===== config.mk =====
export PLATFORM = sky130hd
export DESIGN_NAME = nib_shifter
export DESIGN_NICKNAME = d
export VERILOG_FILES = /design/src/rtl/nib_shifter_pkg.sv /design/src/rtl/nib_halfdiv.sv /design/src/rtl/nib_ram.sv /design/src/rtl/nib_engine.sv /design/src/rtl/nib_shifter.sv
export SDC_FILE = /design/constraint.sdc
export NUM_CORES = 2
export LEC_CHECK = 0
export BUFFER_PORTS_ARGS = -buffer_cell sky130_fd_sc_hd__buf_2
export CAP_MARGIN = 20
export CORE_UTILIZATION = 60
export CTS_CLUSTER_DIAMETER = 80
export DETAILED_ROUTE_END_ITERATION = 6
export PLACE_DENSITY = 0.73
export REMOVE_ABC_BUFFERS = 1
export SKIP_LAST_GASP = 1
export SLEW_MARGIN = 15
export SYNTH_ARGS = -nofsm -noshare
export SYNTH_HDL_FRONTEND = slang
export SYNTH_SLANG_ARGS = --single-unit

===== constraint.sdc =====
create_clock -name clk -period 6.7 [get_ports clk]
set_input_delay 1.005 -clock clk [delete_from_list [all_inputs] [get_ports clk]]
set_output_delay 1.005 -clock clk [all_outputs]
set_load 0.02 [all_outputs]

===== src/rtl/nib_shifter_pkg.sv =====
package nib_shifter_pkg;
  typedef enum logic [2:0] {
    ST_IDLE,
    ST_FETCH,
    ST_LOAD,
    ST_LOW,
    ST_HIGH
  } eng_state_e;
endpackage


===== src/rtl/nib_halfdiv.sv =====
module nib_halfdiv #(
  parameter int HALF_DIV = 2
) (
  input  logic clk,
  input  logic rst,
  input  logic run,
  output logic first,
  output logic tick
);
  localparam int CW = (HALF_DIV > 1) ? $clog2(HALF_DIV) : 1;
  localparam logic [CW-1:0] LAST = CW'(HALF_DIV - 1);

  logic [CW-1:0] cnt_q;

  always_ff @(posedge clk) begin
    if (rst || !run) begin
      cnt_q <= '0;
    end else if (cnt_q == LAST) begin
      cnt_q <= '0;
    end else begin
      cnt_q <= cnt_q + 1'b1;
    end
  end

  assign first = run && (cnt_q == '0);
  assign tick  = run && (cnt_q == LAST);
endmodule


===== src/rtl/nib_ram.sv =====
module nib_ram #(
  parameter int DW    = 4,
  parameter int DEPTH = 255,
  parameter int AW    = 8
) (
  input  logic          clk,
  input  logic          we,
  input  logic [AW-1:0] waddr,
  input  logic [DW-1:0] wdata,
  input  logic [AW-1:0] raddr_a,
  output logic [DW-1:0] rdata_a,
  input  logic [AW-1:0] raddr_b,
  output logic [DW-1:0] rdata_b
);
  logic [DW-1:0] mem [DEPTH];

  always_ff @(posedge clk) begin
    if (we) begin
      mem[waddr] <= wdata;
    end
    rdata_a <= mem[raddr_a];
    rdata_b <= mem[raddr_b];
  end
endmodule


===== src/rtl/nib_engine.sv =====
module nib_engine
  import nib_shifter_pkg::*;
#(
  parameter int NIB_W = 4,
  parameter int CNT_W = 8,
  parameter int IDX_W = 8
) (
  input  logic             clk,
  input  logic             rst,
  input  logic             enable,
  input  logic             start,
  input  logic             dir_rx,
  input  logic [CNT_W-1:0] count,
  input  logic [NIB_W-1:0] rd_nib,
  input  logic             sdata_i,
  input  logic             first,
  input  logic             tick,
  output logic             run,
  output logic [IDX_W-1:0] idx,
  output logic             we,
  output logic [NIB_W-1:0] wnib,
  output logic             sclk_o,
  output logic             sdata_o,
  output logic             sdata_oe,
  output logic             busy,
  output logic             done
);
  localparam int BIT_W = (NIB_W > 1) ? $clog2(NIB_W) : 1;
  localparam logic [BIT_W-1:0] LAST_BIT = BIT_W'(NIB_W - 1);

  eng_state_e       state_q;
  logic [IDX_W-1:0] ptr_q;
  logic [CNT_W-1:0] left_q;
  logic [BIT_W-1:0] bit_q;
  logic [NIB_W-1:0] shreg_q;
  logic             rx_q;

  always_ff @(posedge clk) begin
    if (rst) begin
      state_q  <= ST_IDLE;
      ptr_q    <= '0;
      left_q   <= '0;
      bit_q    <= '0;
      shreg_q  <= '0;
      rx_q     <= 1'b0;
      sclk_o   <= 1'b1;
      sdata_o  <= 1'b0;
      sdata_oe <= 1'b0;
      busy     <= 1'b0;
      done     <= 1'b0;
    end else begin
      done <= 1'b0;
      if (!enable) begin
        state_q  <= ST_IDLE;
        sclk_o   <= 1'b1;
        sdata_o  <= 1'b0;
        sdata_oe <= 1'b0;
        busy     <= 1'b0;
      end else begin
        unique case (state_q)
          ST_IDLE: begin
            if (start) begin
              rx_q  <= dir_rx;
              ptr_q <= '0;
              if (count == '0) begin
                done <= 1'b1;
              end else begin
                left_q   <= count;
                busy     <= 1'b1;
                sdata_oe <= !dir_rx;
                state_q  <= ST_FETCH;
              end
            end
          end
          ST_FETCH: state_q <= ST_LOAD;
          ST_LOAD: begin
            shreg_q <= rd_nib;
            sdata_o <= rx_q ? 1'b0 : rd_nib[0];
            sclk_o  <= 1'b0;
            bit_q   <= '0;
            state_q <= ST_LOW;
          end
          ST_LOW: begin
            if (tick) begin
              sclk_o  <= 1'b1;
              shreg_q <= {sdata_i, shreg_q[NIB_W-1:1]};
              state_q <= ST_HIGH;
            end
          end
          ST_HIGH: begin
            if (tick) begin
              if (bit_q == LAST_BIT) begin
                if (left_q == CNT_W'(1)) begin
                  busy     <= 1'b0;
                  done     <= 1'b1;
                  sdata_oe <= 1'b0;
                  sdata_o  <= 1'b0;
                  state_q  <= ST_IDLE;
                end else begin
                  ptr_q   <= ptr_q + 1'b1;
                  left_q  <= left_q - 1'b1;
                  state_q <= ST_FETCH;
                end
              end else begin
                bit_q   <= bit_q + 1'b1;
                sclk_o  <= 1'b0;
                sdata_o <= rx_q ? 1'b0 : shreg_q[0];
                state_q <= ST_LOW;
              end
            end
          end
          default: state_q <= ST_IDLE;
        endcase
      end
    end
  end

  assign run  = (state_q == ST_LOW) || (state_q == ST_HIGH);
  assign idx  = ptr_q;
  assign we   = enable && rx_q && (state_q == ST_HIGH) && first && (bit_q == LAST_BIT);
  assign wnib = shreg_q;
endmodule


===== src/rtl/nib_shifter.sv =====
module nib_shifter #(
  parameter int             NIB_W     = 4,
  parameter int             ADDR_W    = 9,
  parameter logic [8:0]     BASE_ADDR = 9'h050,
  parameter int             DEPTH     = 255,
  parameter int             HALF_DIV  = 2
) (
  input  logic              clk,
  input  logic              rst,
  input  logic              enable,
  input  logic              start,
  input  logic              dir_rx,
  input  logic [NIB_W-1:0]  cnt_hi,
  input  logic [NIB_W-1:0]  cnt_lo,
  input  logic              host_we,
  input  logic [ADDR_W-1:0] host_addr,
  input  logic [NIB_W-1:0]  host_wdata,
  output logic [NIB_W-1:0]  host_rdata,
  input  logic              sdata_i,
  output logic              sclk_o,
  output logic              sdata_o,
  output logic              sdata_oe,
  output logic              busy,
  output logic              done
);
  localparam int CNT_W = 2 * NIB_W;
  localparam int IDX_W = $clog2(DEPTH);
  localparam logic [ADDR_W-1:0] LO_ADDR = ADDR_W'(BASE_ADDR);
  localparam logic [ADDR_W-1:0] HI_ADDR = ADDR_W'(BASE_ADDR + DEPTH - 1);

  logic [CNT_W-1:0]  count;
  logic              run, first, tick;
  logic [IDX_W-1:0]  eng_idx;
  logic              eng_we;
  logic [NIB_W-1:0]  eng_wnib;
  logic [NIB_W-1:0]  eng_rnib;
  logic              host_in;
  logic [ADDR_W-1:0] host_off;
  logic [IDX_W-1:0]  host_idx;
  logic              host_in_q;
  logic [NIB_W-1:0]  host_raw;
  logic              ram_we;
  logic [IDX_W-1:0]  ram_waddr;
  logic [NIB_W-1:0]  ram_wdata;

  assign count    = {cnt_hi, cnt_lo};
  assign host_in  = (host_addr >= LO_ADDR) && (host_addr <= HI_ADDR);
  assign host_off = host_addr - LO_ADDR;
  assign host_idx = host_in ? host_off[IDX_W-1:0] : '0;

  assign ram_we    = eng_we || (host_we && host_in);
  assign ram_waddr = eng_we ? eng_idx : host_idx;
  assign ram_wdata = eng_we ? eng_wnib : host_wdata;

  always_ff @(posedge clk) begin
    if (rst) host_in_q <= 1'b0;
    else     host_in_q <= host_in;
  end

  assign host_rdata = host_in_q ? host_raw : '0;

  nib_halfdiv #(.HALF_DIV(HALF_DIV)) u_div (
    .clk(clk), .rst(rst), .run(run), .first(first), .tick(tick)
  );

  nib_ram #(.DW(NIB_W), .DEPTH(DEPTH), .AW(IDX_W)) u_ram (
    .clk(clk), .we(ram_we), .waddr(ram_waddr), .wdata(ram_wdata),
    .raddr_a(host_idx), .rdata_a(host_raw),
    .raddr_b(eng_idx), .rdata_b(eng_rnib)
  );

  nib_engine #(.NIB_W(NIB_W), .CNT_W(CNT_W), .IDX_W(IDX_W)) u_eng (
    .clk(clk), .rst(rst), .enable(enable), .start(start), .dir_rx(dir_rx),
    .count(count), .rd_nib(eng_rnib), .sdata_i(sdata_i), .first(first),
    .tick(tick), .run(run), .idx(eng_idx), .we(eng_we), .wnib(eng_wnib),
    .sclk_o(sclk_o), .sdata_o(sdata_o), .sdata_oe(sdata_oe),
    .busy(busy), .done(done)
  );
endmodule


==> impl_metrics.json <==
{
  "outcome": "finished with violations",
  "violations_in_the_final_reports": "DRC, slew limit",
  "final_cell_area_um2": 57100,
  "antenna_violations_before_repair": 17,
  "largest_net_degree_at_the_start_of_global_routing": 161,
  "synth_cell_types": 83,
  "cts_tree": "yes",
  "pwr-share-seq": 0.493,
  "post_cts_buffers": 0,
  "initial_utilization": 0.606,
  "synth_cells": 3451,
  "via_count_of_the_first_global_routing_pass": 36428,
  "global_route.usage.total": 0.440,
  "slew_violations": 5,
  "place_inst": 4468,
  "rsz_0062_raised_after_global_routing": "no",
  "powerDensity_nw_per_um2": 259,
  "clk_latency_worst_skew_pair_ns": 0.72,
  "drv.max_cap_violation_count": 0,
  "instances_no_fill": 4679,
  "filler_cell_count": 5786,
  "worst_path_largest_cell_delay_ns": 0.75,
  "post-dp-hpwl_um": 122000,
  "max_clock_freq_ghz": 0.189,
  "cts_max_level": 3,
  "tritoncts.num_buffers": 107,
  "switching_share": 0.240,
  "finClkSkew_ns": 0.0373,
  "hold_buffers": 0,
  "drive_gt1_frac": 0.231,
  "power.switching_mw": 3.55,
  "path_class": "flip-flop to flip-flop",
  "clock_power_share": 0.427,
  "timing.critical_path.fanout_max": 17,
  "critical_path_required_ns": 7.03,
  "post_cts_resized": 0,
  "worst_path_max_delay_cell": "or3_1",
  "num-nets-final": 3467,
  "tightest_slew_ns": 1.50,
  "async_flop_share": 0,
  "clkSinkCount": 1061,
  "min_path_type": "flip-flop to flip-flop",
  "area_growth_pct": 10.5,
  "grt_first_pass_wirelength_um": 268000,
  "detailedRoute.firstIterationViolations": 7388,
  "fin_util": 0.670,
  "ctsLongestPathBuffers": 3,
  "hold_viol_final": 0,
  "ys_seq_area_frac": 0.608,
  "number_of_detailed_routing_iterations_run_before_antenna_repair": 7,
  "synth-seq-cells": 1061,
  "netlist_area_um2": 51700,
  "cellInternalPower_mw": 11.3,
  "timing.critical_path.from_type": "flip-flop",
  "synth_edf_count": 1020,
  "place.port_buffers": 36,
  "place.gp.congestion": 1.02,
  "totalWireLength_um": 191000,
  "fp.dieW_um": 296,
  "yosysTopAreaCell": "edfxtp_1",
  "critical-path-top-cell-by-count": "nor2_1",
  "detailed_place.area_um2": 53400,
  "root_buffer": "clkbuf_16",
  "worst_vdd_drop_mv": 0.241,
  "core_area_um2": 85300,
  "grt_overflow_total": 0,
  "dieArea_um2": 87300,
  "chain_of_cells_forming_the_critical_path": "nor2_1 > and2_1 > nand2_1 > or3_1 > nor3_1 > a31oi_1 > or2_2 > nand2b_1 > buf_4 > nor2_1",
  "io_pins": 37,
  "combPwrFrac": 0.079,
  "final_period_minus_worst_setup_slack_ns": 5.30,
  "synth_largest_type_area_fraction": 0.593,
  "setup-violations-final": 0,
  "clk_pin_slew_ns": 0.07,
  "power_leakage_nw": 17.4,
  "vias_per_cell": 8.11,
  "ys.warnings.count": 0,
  "ys.flop_type": "edfxtp_1",
  "vias": 37955,
  "ant_nets": 0,
  "worst-endpoint-arrival_ns": 5.63,
  "relative_max_transition_margin": -0.000419,
  "wire_per_inst_um": 40.7,
  "post_synth.cell_area_avg_um2": 15.0,
  "synth.area.top_cells": "edfxtp_1 (59%), mux4_2 (17%), nor2_1 (3.0%)",
  "dieHeight_um": 296,
  "worst_setup_path_end_kind": "flip-flop",
  "num_rows": 107,
  "drc": 1,
  "layout_worst_path_cycle_share": 0.791
}
[per-stage QoR]
stage / setup slack, ns / total power [mW] / hold WS, ns / setup TNS [ns]
after floorplan: -5.84 / 7.98 / 0.443 / -5239.91
after global placement: 1.28 / 8.52 / 0.457 / 0
final: 1.40 / 14.8 / 0.476 / 0
after CTS: 1.71 / 14.7 / 0.477 / 0
after global routing: 1.38 / 15.0 / 0.505 / 0
after detailed placement: 1.17 / 8.54 / 0.468 / 0
[per-layer routing]
| metal | wire [um] | vias to the layer above | global-route usage |
|---|---|---|---|
| met5 | 117 | - | 0 |
| met4 | 14300 | 10 | 0.263 |
| met3 | 33000 | 910 | 0.174 |
| met2 | 80400 | 4243 | 0.626 |
| met1 | 62800 | 18676 | 0.574 |
| li1 | - | 14116 | - |
[flip-flops by register name (all words and copies together) (netlist names)]
name,flops
u_eng.sdata_o,1
u_eng.done,1
u_eng.left_q,8
u_ram.mem,1020
u_div.cnt_q,1
u_eng.rx_q,1
host_in_q,1
u_ram.rdata_a,4
u_eng.sclk_o,1
u_eng.sdata_oe,1
u_eng.wnib,4
u_eng.idx,8
u_eng.busy,1
u_eng.state_q,3
u_eng.bit_q,2
u_ram.rdata_b,4
[cells in the final DEF (no fill, tap or decap), types with 17 or more instances in the layout]
cell type	synthesis	layout
edfxtp_1	1020	1020
nor2_1	411	410
mux4_2	388	388
nand2_1	185	179
mux2i_1	121	121
a21oi_1	116	113
clkbuf_16	0	113
buf_4	11	113
o22ai_1	90	89
o21ai_0	88	87
nor3_1	69	68
o221ai_1	47	47
o211ai_1	41	41
a31oi_1	40	40
dfxtp_1	41	37
mux2_2	34	34
buf_2	92	34
a211oi_1	32	32
or3_1	29	29
nand2b_1	29	28
a221oi_1	28	28
clkinv_2	0	28
o21ai_1	29	26
nand3_1	27	26
o31ai_1	23	23
inv_1	17	17
a2111oi_0	18	17
[path summary, 6_finish.rpt]
path / start / to / slack [ns] / depth (start not counted)
worst min register to register: u_eng.sdata_oe / u_eng.sdata_oe / 0.48 / 2
worst max register to register: u_eng.state_q[0] / u_ram.mem[80][0] / 1.40 / 10
worst min-delay path: u_eng.sdata_oe / u_eng.sdata_oe / 0.48 / 2
worst max-delay path: u_eng.state_q[0] / u_ram.mem[80][0] / 1.40 / 10
[logic make-up (layout without fill, tap and decap cells)]
group                      after synthesis  in the layout  share of synthesized area
AOI/OAI and AO/OA                      702            702                     0.0942
xor gates and xnor gates                 7              7                    0.00119
adders and majority gates                6              6                    0.00145
buffers and inverters                  309            385                     0.0258
DFF                                   1061           1061                      0.608
muxes                                  543            543                      0.200
other                                    0              8                          0
and+or+nand+nor                        823            823                     0.0691
[worst max-delay path, delay by kind of cell, from the launching register on]
kind,cells,cell delay [ns]
AND/OR/NAND/NOR,8,3.87
AO/OA/AOI/OAI,1,0.10
buffers and inverters,1,0.47
flip-flops,1,0.46
[synthesized netlist by cell type (10+ instances only)]
library cell  number
edfxtp_1        1020
nor2_1           411
mux4_2           388
nand2_1          185
clkbuf_1         151
mux2i_1          121
a21oi_1          116
buf_2             92
o22ai_1           90
o21ai_0           88
nor3_1            69
o221ai_1          47
dfxtp_1           41
o211ai_1          41
a31oi_1           40
mux2_2            34
buf_1             33
a211oi_1          32
nand2b_1          29
o21ai_1           29
or3_1             29
a221oi_1          28
nand3_1           27
o31ai_1           23
a2111oi_0         18
inv_1             17
a22oi_1           13
a311oi_1          12
and2_1            12
o31a_1            12
buf_4             11
o22a_1            11
o311ai_0          11
o2bb2ai_1         10
[final cells by class]
type / instances / area, um2 / area share
multi-input cells: 2081 / 19100 / 0.334
inverters: 20 / 75.1 / 0.00131
repair buffers: 162 / 1310 / 0.0229
clock buffers: 125 / 2870 / 0.0503
clock inverters: 78 / 842 / 0.0147
flip-flops and latches: 1061 / 31500 / 0.551
diodes: 8 / 20.0 / 0.000350
well taps: 1144 / 1430 / 0.0251
[power groups by stage]
stage	Clock [mW]	Sequential, mW	Combinational (mW)
finish	6.32	7.30	1.18
global route	6.54	7.30	1.17
CTS	6.31	7.30	1.10
detailed placement	0	7.44	1.10
global placement	0	7.44	1.08
floorplan	0	7.46	0.519
(Power assumes the default switching activity.)
